[config.mk]
export PLATFORM = sky130hd
export DESIGN_NAME = pwm_bank
export DESIGN_NICKNAME = d
export VERILOG_FILES = /design/src/rtl/pwm_bank_pkg.sv /design/src/rtl/pwm_prescaler.sv /design/src/rtl/pwm_regfile.sv /design/src/rtl/pwm_core.sv /design/src/rtl/pwm_bank.sv
export SDC_FILE = /design/constraint.sdc
export NUM_CORES = 2
export LEC_CHECK = 0
export BUFFER_PORTS_ARGS = -buffer_cell sky130_fd_sc_hd__buf_4
export CORE_ASPECT_RATIO = 1.2
export CORE_UTILIZATION = 48
export DETAILED_ROUTE_END_ITERATION = 10
export GPL_ROUTABILITY_DRIVEN = 0
export HOLD_SLACK_MARGIN = 0.1
export SLEW_MARGIN = 30
export SYNTH_ARGS = -nofsm -noshare
export SYNTH_HDL_FRONTEND = slang
export SYNTH_HIERARCHICAL = 1
export SYNTH_SLANG_ARGS = --single-unit
export TNS_END_PERCENT = 30
[constraint.sdc]
create_clock -name clk -period 3.9 [get_ports clk]
set_input_delay 1.17 -clock clk [delete_from_list [all_inputs] [get_ports clk]]
set_output_delay 1.17 -clock clk [all_outputs]
set_load 0.1 [all_outputs]
[src/rtl/pwm_bank_pkg.sv]
package pwm_bank_pkg;

    localparam int CH_W   = 8;
    localparam int SEL_W  = 3;
    localparam int NSRC   = 1 << SEL_W;

    typedef enum logic [1:0] {
        FLD_PERIOD = 2'd0,
        FLD_DUTY   = 2'd1,
        FLD_CTRL   = 2'd2,
        FLD_SPARE  = 2'd3
    } field_e;

    typedef struct packed {
        logic [CH_W-1:0]  period;
        logic [CH_W-1:0]  duty;
        logic             pol;
        logic             center;
        logic [SEL_W-1:0] sel;
    } chan_cfg_t;

    localparam chan_cfg_t CFG_RESET = '{
        period: '0, duty: '0, pol: 1'b1, center: 1'b0, sel: '0
    };

    function automatic logic drive_level(input logic active, input logic pol);
        return active ? pol : ~pol;
    endfunction

endpackage

[src/rtl/pwm_prescaler.sv]
module pwm_prescaler
    import pwm_bank_pkg::*;
#(
    parameter int NS = NSRC
) (
    input  logic          clk,
    input  logic          rst,
    output logic [NS-1:0] tick
);
    logic [NS-2:0] div_q;

    always_ff @(posedge clk) begin
        if (rst) div_q <= '0;
        else     div_q <= div_q + 1'b1;
    end

    assign tick[0] = 1'b1;

    generate
        for (genvar k = 1; k < NS; k++) begin : g_tap
            assign tick[k] = &div_q[k-1:0];
        end
    endgenerate

    // a divided tick never lasts two cycles in a row
    a_r8_tick_single: assert property (@(posedge clk) disable iff (rst)
        tick[1] |=> !tick[1]);

endmodule

[src/rtl/pwm_regfile.sv]
module pwm_regfile
    import pwm_bank_pkg::*;
#(
    parameter int NCH    = 8,
    parameter int ADDR_W = 6
) (
    input  logic                    clk,
    input  logic                    rst,
    input  logic                    wr_en,
    input  logic [ADDR_W-1:0]       wr_addr,
    input  logic [CH_W-1:0]         wr_data,
    output chan_cfg_t [NCH-1:0]     cfg,
    output logic [NCH/2-1:0]        join_q
);
    localparam int IDX_W = $clog2(NCH);
    localparam int NPAIR = NCH / 2;

    logic             is_global;
    logic [IDX_W-1:0] idx;
    field_e           fld;

    assign is_global = wr_addr[ADDR_W-1];
    assign idx       = wr_addr[IDX_W+1:2];
    assign fld       = field_e'(wr_addr[1:0]);

    always_ff @(posedge clk) begin
        if (rst) begin
            for (int i = 0; i < NCH; i++) cfg[i] <= CFG_RESET;
            join_q <= '0;
        end else if (wr_en) begin
            if (is_global) begin
                join_q <= wr_data[NPAIR-1:0];
            end else begin
                case (fld)
                    FLD_PERIOD: cfg[idx].period <= wr_data;
                    FLD_DUTY:   cfg[idx].duty   <= wr_data;
                    FLD_CTRL: begin
                        cfg[idx].pol    <= wr_data[0];
                        cfg[idx].center <= wr_data[1];
                        cfg[idx].sel    <= wr_data[2 +: SEL_W];
                    end
                    default: ;
                endcase
            end
        end
    end

endmodule

[src/rtl/pwm_core.sv]
module pwm_core
    import pwm_bank_pkg::*;
#(
    parameter int W = 8
) (
    input  logic         clk,
    input  logic         rst,
    input  logic         en,
    input  logic         tick,
    input  logic [W-1:0] period,
    input  logic [W-1:0] duty,
    input  logic         pol,
    input  logic         center,
    output logic         pwm_o
);
    logic [W-1:0] cnt_q;
    logic [W-1:0] sh_p;
    logic [W-1:0] sh_d;
    logic         sh_c;
    logic         down_q;
    logic         at_end;
    logic         active;

    always_comb begin
        if (sh_p == '0)  at_end = 1'b1;
        else if (sh_c)   at_end = down_q && (cnt_q == W'(1));
        else             at_end = (cnt_q == sh_p - W'(1));
    end

    always_comb begin
        if (sh_d == '0)        active = 1'b0;
        else if (sh_d >= sh_p) active = 1'b1;
        else if (down_q)       active = (cnt_q <= sh_d);
        else                   active = (cnt_q <  sh_d);
    end

    always_ff @(posedge clk) begin
        if (rst || !en) begin
            cnt_q  <= '0;
            down_q <= 1'b0;
            sh_p   <= period;
            sh_d   <= duty;
            sh_c   <= center;
        end else if (tick) begin
            if (at_end) begin
                cnt_q  <= '0;
                down_q <= 1'b0;
                sh_p   <= period;
                sh_d   <= duty;
                sh_c   <= center;
            end else if (!sh_c || !down_q) begin
                cnt_q <= cnt_q + W'(1);
                if (sh_c && (cnt_q + W'(1) == sh_p)) down_q <= 1'b1;
            end else begin
                cnt_q <= cnt_q - W'(1);
            end
        end
    end

    assign pwm_o = en ? drive_level(active, pol) : ~pol;

    // count stays inside the latched period
    a_r3_cnt_bound: assert property (@(posedge clk) disable iff (rst)
        (en && sh_p != '0) |-> (sh_c ? (cnt_q <= sh_p) : (cnt_q < sh_p)));

    // latched values only move at a period boundary
    a_r9_shadow_hold: assert property (@(posedge clk) disable iff (rst)
        (en && $past(en) && !$past(rst) && !$past(tick && at_end))
        |-> ($stable(sh_d) && $stable(sh_p)));

    // zero duty is never active
    a_r5_zero_duty: assert property (@(posedge clk) disable iff (rst)
        (en && sh_d == '0) |-> (pwm_o == ~pol));

endmodule

[src/rtl/pwm_bank.sv]
module pwm_bank
    import pwm_bank_pkg::*;
#(
    parameter  int NCH    = 8,
    localparam int ADDR_W = $clog2(NCH) + 3
) (
    input  logic              clk,
    input  logic              rst,
    input  logic              wr_en,
    input  logic [ADDR_W-1:0] wr_addr,
    input  logic [CH_W-1:0]   wr_data,
    input  logic [NCH-1:0]    ch_en,
    output logic [NCH-1:0]    pwm_out
);
    localparam int NPAIR = NCH / 2;

    logic [NSRC-1:0]      ticks;
    chan_cfg_t [NCH-1:0]  cfg;
    logic [NPAIR-1:0]     join_q;

    pwm_prescaler #(.NS(NSRC)) u_pre (
        .clk  (clk),
        .rst  (rst),
        .tick (ticks)
    );

    pwm_regfile #(.NCH(NCH), .ADDR_W(ADDR_W)) u_regs (
        .clk     (clk),
        .rst     (rst),
        .wr_en   (wr_en),
        .wr_addr (wr_addr),
        .wr_data (wr_data),
        .cfg     (cfg),
        .join_q  (join_q)
    );

    generate
        for (genvar p = 0; p < NPAIR; p++) begin : g_pair
            localparam int LO = 2 * p;
            localparam int HI = 2 * p + 1;

            logic joined;
            logic lo_o, hi_o, wide_o;

            assign joined = join_q[p];

            pwm_core #(.W(CH_W)) u_lo (
                .clk    (clk),
                .rst    (rst),
                .en     (ch_en[LO] && !joined),
                .tick   (ticks[cfg[LO].sel]),
                .period (cfg[LO].period),
                .duty   (cfg[LO].duty),
                .pol    (cfg[LO].pol),
                .center (cfg[LO].center),
                .pwm_o  (lo_o)
            );

            pwm_core #(.W(CH_W)) u_hi (
                .clk    (clk),
                .rst    (rst),
                .en     (ch_en[HI] && !joined),
                .tick   (ticks[cfg[HI].sel]),
                .period (cfg[HI].period),
                .duty   (cfg[HI].duty),
                .pol    (cfg[HI].pol),
                .center (cfg[HI].center),
                .pwm_o  (hi_o)
            );

            pwm_core #(.W(2 * CH_W)) u_wide (
                .clk    (clk),
                .rst    (rst),
                .en     (ch_en[HI] && joined),
                .tick   (ticks[cfg[HI].sel]),
                .period ({cfg[HI].period, cfg[LO].period}),
                .duty   ({cfg[HI].duty,   cfg[LO].duty}),
                .pol    (cfg[HI].pol),
                .center (cfg[HI].center),
                .pwm_o  (wide_o)
            );

            assign pwm_out[LO] = joined ? 1'b0   : lo_o;
            assign pwm_out[HI] = joined ? wide_o : hi_o;

            // a stopped, unfused even channel sits at its inactive level
            a_r2_idle_level: assert property (@(posedge clk) disable iff (rst)
                (!joined && !ch_en[LO]) |-> (pwm_out[LO] == ~cfg[LO].pol));

            // a fused pair with its odd enable low sits at the odd inactive level
            a_r10_pair_idle: assert property (@(posedge clk) disable iff (rst)
                (joined && !ch_en[HI]) |-> (pwm_out[HI] == ~cfg[HI].pol));
        end
    endgenerate

endmodule

* After elaboration in Yosys (flattened, before gate mapping) *
Index checks and enable logic that the tools add are counted.

cells by class
  $add $sub $neg = 37
  order comparisons = 46
  eq/ne operators = 38
  multiplexer cells = 292
  bitwise operators = 9
  reductions and logical operators = 207

operator list
  cell                                                                  count
  168-bit bitwise mux                                                   5
  16-bit 2-to-1 mux                                                     32
  8-bit 2-to-1 mux                                                      64
  168-bit case mux with 3 select lines                                  1
  21-bit demux with 3-bit select                                        5
  1-bit 2-to-1 mux                                                      172
  16-bit == test                                                        8
  8-bit == test                                                         16
  16-bit zero test                                                      8
  8-bit zero test                                                       16
  16-bit by 1-bit subtractor with 16-bit output, second input constant  8
  8-bit by 1-bit subtractor with 8-bit output, second input constant    16
  2-bit nonzero test                                                    48
  16-bit by 1-bit adder with 16-bit output, second input constant       4
  8-bit by 1-bit adder with 8-bit output, second input constant         8
  16-bit by 1-bit == test with 1-bit output, second input constant      4
  8-bit by 1-bit == test with 1-bit output, second input constant       8
  16-bit >= comparator                                                  4
  8-bit >= comparator                                                   8
  16-bit less-or-equal comparator                                       4
  8-bit less-or-equal comparator                                        8
  16-bit < comparator                                                   4
  8-bit < comparator                                                    8
  3-bit AND reduction                                                   14
  other kinds (22)                                                      156

word-level totals
  bits in registers = 587
  bits of input ports = 25
  word-level logic and storage cells = 731

* Longest topological paths before layout *
  word-level depth = 8
  depth in mapped cells = 13

* By module *
Netlist, hierarchy kept.

by module, submodules not included
  module                           times used  cells each  area each (um^2)  sequential area each (um^2)
  pwm_core (g_pair[0].u_wide ...)  4           436         3913.8            1331.3
  pwm_core (g_pair[0].u_hi ...)    8           201         1880.6            690.7
  pwm_regfile                      1           647         6550.0            3443.3
  pwm_bank                         1           44          655.6             0.0
  pwm_prescaler                    1           38          354.1             140.1

* Worst setup path before layout *
OpenSTA, ideal clock, no wires.

  kind = register -> output
  from = reg g_pair[0].u_lo.sh_p[5]
  to = out pwm_out[0]
  arrival = 3160 ps
  required time = 2730 ps
  setup slack = -430 ps
  cell stages (with the launch flop) = 10
  path buffers = 0
  path through = edfxtp_1 -> inv_1 -> ha_1 -> a21o_1 -> a21o_1 -> a221oi_1 -> o31ai_1 -> o211ai_1 -> xor2_1 -> nor2b_1

between the ends
  longest elaborated chain between the ends = 6

RTL lines
  element                   RTL line            text
  start: declaration        pwm_core.sv:17      logic [W-1:0] sh_p;
  start signal: assignment  pwm_core.sv:41      sh_p <= period;
  start signal: assignment  pwm_core.sv:48      sh_p <= period;
  8-bit >= comparator       pwm_core.sv:32      else if (sh_d >= sh_p) active = 1'b1;
  1-bit 2-to-1 mux          pwm_core.sv:32
  1-bit 2-to-1 mux          pwm_core.sv:31      if (sh_d == '0) active = 1'b0;
  1-bit 2-to-1 mux          pwm_bank_pkg.sv:27  return active ? pol : ~pol;
  1-bit 2-to-1 mux          pwm_core.sv:60      assign pwm_o = en ? drive_level(active, pol) : ~pol;
  named net g_pair[0].lo_o  pwm_bank.sv:43      logic lo_o, hi_o, wide_o;
  1-bit 2-to-1 mux          pwm_bank.sv:83      assign pwm_out[LO] = joined ? 1'b0 : lo_o;
  end: declaration          pwm_bank.sv:13      output logic [NCH-1:0] pwm_out

The timed path passes the listed nets, and every way through them passes these cells.

* Worst setup path after layout *
  from = reg g_pair[0].u_wide.sh_p[9]
  to = out pwm_out[1]

between the ends
  longest elaborated chain between the ends = 6

RTL lines
  element                     RTL line            text
  start: declaration          pwm_core.sv:17
  start signal: assignment    pwm_core.sv:41
  start signal: assignment    pwm_core.sv:48
  16-bit >= comparator        pwm_core.sv:32
  1-bit 2-to-1 mux            pwm_core.sv:32
  1-bit 2-to-1 mux            pwm_core.sv:31
  1-bit 2-to-1 mux            pwm_bank_pkg.sv:27
  1-bit 2-to-1 mux            pwm_core.sv:60
  named net g_pair[0].wide_o  pwm_bank.sv:43
  1-bit 2-to-1 mux            pwm_bank.sv:84      assign pwm_out[HI] = joined ? wide_o : hi_o;

The timed path passes the listed nets, and every way through them passes these cells.

==> results.yml <==
synthesis:
  synth_most_common_cell: "inv_1"
  synth_top_area_share: 0.210
  synth_commonest_cells: "461 x inv_1, 319 x dfxtp_1, 317 x ha_1, 268 x edfxtp_1, 267 x nor2_1"
  yosys_warnings: 6
  synth_edf_count: 268
  ys_async_sr_fraction: 0
  synth-seq-area-share: 0.377
  synth.avg_cell_area_sq_um: 9.37
  ys_seq_elements: 587
  synth.area.top_cells: "edfxtp_1 21%, dfxtp_1 17%, ha_1 10%"
  synth_cell_type_count: 88
  synth.net_count: 4423
  syn_inst: 4081
  synth_top_cell_by_area: "edfxtp_1"
  synth_flop_cell: "dfxtp_1"
  synth_area_sq_mm: 0.0383
clocking:
  htreeDepth: 2
  path_clk_slew_ns: 0.06
  cts_sinks: 587
  clkLatencyLatePin_ns: 0.65
  clk_path_buf_depth: 3
  cts_inserted_buffers: 61
  cts_tree: "built"
  clock-root-buffer: "clkbuf_16"
global_route:
  gr-total-overflow: 0
  antenna_found_initial: 0
  grt_pass1_wl_um: 168000
  grt_use_total: 0.260
  grt_pass1_vias: 30009
  grt_max_degree: 49
placed_design:
  portBuffers: 32
  hpwl_um: 78600
  postPlaceCellArea_sq_mm: 0.0406
  dp_cells: 5163
  post-place-ws_ns: -0.107
sta:
  fin_ws_ns: -0.381
  relSlewSlack: 0.415
  holdWs_ns: 0.459
  fin_crit_sh: 1.10
  worstMarginPinSlew_ns: 0.874
  post-route-min-period_ns: 4.28
  setup_viol: 8
  fin_skew_ns: 0.0255
  drv_slew: 0
  grt_setup_unrepaired: "true"
  fmax_mhz: 234
  final_hold_viol_count: 0
  tns_ns: -2.27
critical_path:
  arrival_ns: 3.11
  required_ns: 2.73
  endpoint_kind: "output port"
  slowest_delay_ns: 0.42
  crit_buf_inv: 2
  cp_top_family: "compound AO/OA/AOI/OAI gates"
  cp_max_fo: 2
  cp_cell_sequence: "inv_2 -> ha_4 -> a21o_1 -> a21o_1 -> a221oi_2 -> a21oi_2 -> o311ai_2 -> xor2_1 -> mux2_4 -> buf_12"
  start_kind: "register"
  slowest_stage: "edfxtp_1"
  crit_top_cell: "a21o_1"
  setup.worst_path.class: "reg2out"
drt:
  drtIter0Drc: 2323
  via_per_inst: 5.89
  ant_nets: 0
  first_pass_iters: 5
  routed_wl_um: 106000
  drc: 0
  dr_total_vias: 31263
  wire_per_inst_um: 20.0
finish:
  syn_to_final_growth_pct: 13.4
  final_area_sq_mm: 0.0434
  num-nets-final: 4563
  fin_cells: 5309
  antenna_cells: 0
  nFillCells: 7080
  final_core_util: 0.549
  drive_above_1_share: 0.136
pwr:
  total_power_mw: 15.0
  p_int_mw: 10.9
  sw_frac_of_total: 0.276
  powerDensity_mw_per_mm2: 346
  cellLeakagePower_nw: 16.9
  power_frac_clock: 0.404
  power_frac_seq: 0.450
  p_switching_mw: 4.13
  pwr-share-comb: 0.147
  ir_worst_vdd_mv: 0.367
floorplanning:
  start_util: 0.484
  io_pins: 33
  core_region_area_sq_mm: 0.0790
  dieArea_sq_mm: 0.0808
  rows: 113
  die_w_um: 260
  die_y_um: 311
status:
  status: "finished, violations left"
  violations: "setup timing"
min_path:
  hp-class: "reg2reg"
job:
  maxCapViolations: 0
## power groups by stage
stage	logic [mW]	registers, mW	clock network (mW)
floorplan	1.50	6.81	0
global placement	2.01	6.88	0
detailed placement	2.02	6.88	0
CTS	2.12	6.74	6.20
global route	2.41	6.76	6.40
finish	2.20	6.74	6.05
## worst paths after layout
kind | from | to | slack [ns] | depth (start not counted)
setup / recovery | g_pair[0].u_wide/sh_p[9]$_DFFE_PP_ | pwm_out[1] | -0.38 | 10
setup reg to reg | u_pre/div_q[1]$_SDFF_PP0_ | g_pair[3].u_wide/down_q$_SDFFE_PP0P_ | 0.41 | 11
hold / removal | u_regs/join_q[3]$_SDFFE_PP0P_ | u_regs/join_q[3]$_SDFFE_PP0P_ | 0.46 | 2
hold reg to reg | u_regs/join_q[3]$_SDFFE_PP0P_ | u_regs/join_q[3]$_SDFFE_PP0P_ | 0.46 | 2
## final cells by class
type	instances	area, sq um	share of cell area
multi-input combinational	2825	21500	0.496
sequential	587	14400	0.333
timing repair buffer	284	2340	0.0540
inverter	462	1730	0.0400
clock buffer	78	1690	0.0390
tap	1035	1290	0.0298
clock inverter	38	373	0.00859
## what timing repair did
item | 4_1_cts | 5_1_grt
buffers inserted | 12 | 21
resized for setup | 56 | 53
setup endpoints to repair | 8 | 8
hold buffers | 0 | 0
pin swaps | 14 | 38
## kinds of logic after synthesis
kind of cell,share of synthesized area
AO/OA/AOI/OAI,0.179
XOR/XNOR,0.0763
adder cells (fa/ha/maj),0.104
buffers and inverters,0.0728
flip-flops,0.377
multiplexers,0.0182
other,0.0000980
AND/OR/NAND/NOR,0.173
## worst min-delay path, stage by stage, from the launching register on
cell,delay (ns)
dfxtp_1,0.31
nand2_1,0.05
a21oi_1,0.05
## layout by cell type (no fill, tap or decap), types with 33 or more instances in the layout
cell type / netlist / layout
dfxtp_1: 319 / 318
o32ai_1: 148 / 148
a21oi_1: 140 / 133
xor2_1: 141 / 141
a31oi_1: 46 / 46
nor2_1: 267 / 266
nor4_1: 85 / 77
o21ai_0: 120 / 117
and3_1: 82 / 82
buf_4: 7 / 265
nand2_1: 199 / 199
nor2b_1: 66 / 62
a21o_1: 84 / 84
edfxtp_1: 268 / 268
clkbuf_16: 0 / 64
nand4_1: 120 / 120
inv_1: 461 / 449
xnor2_1: 170 / 170
o211ai_1: 43 / 43
a211oi_1: 40 / 34
ha_1: 317 / 303
nand2b_1: 33 / 33
nor3_1: 113 / 113
and2_1: 33 / 33
nand3_1: 99 / 99
## routing by layer
| metal | track usage | routed length, um |
|---|---|---|
| met5 | 0 | 0 |
| met4 | 0.0896 | 3570 |
| met3 | 0.0266 | 4490 |
| met2 | 0.438 | 51200 |
| met1 | 0.346 | 46800 |
Power figures use the tool's default switching activity.
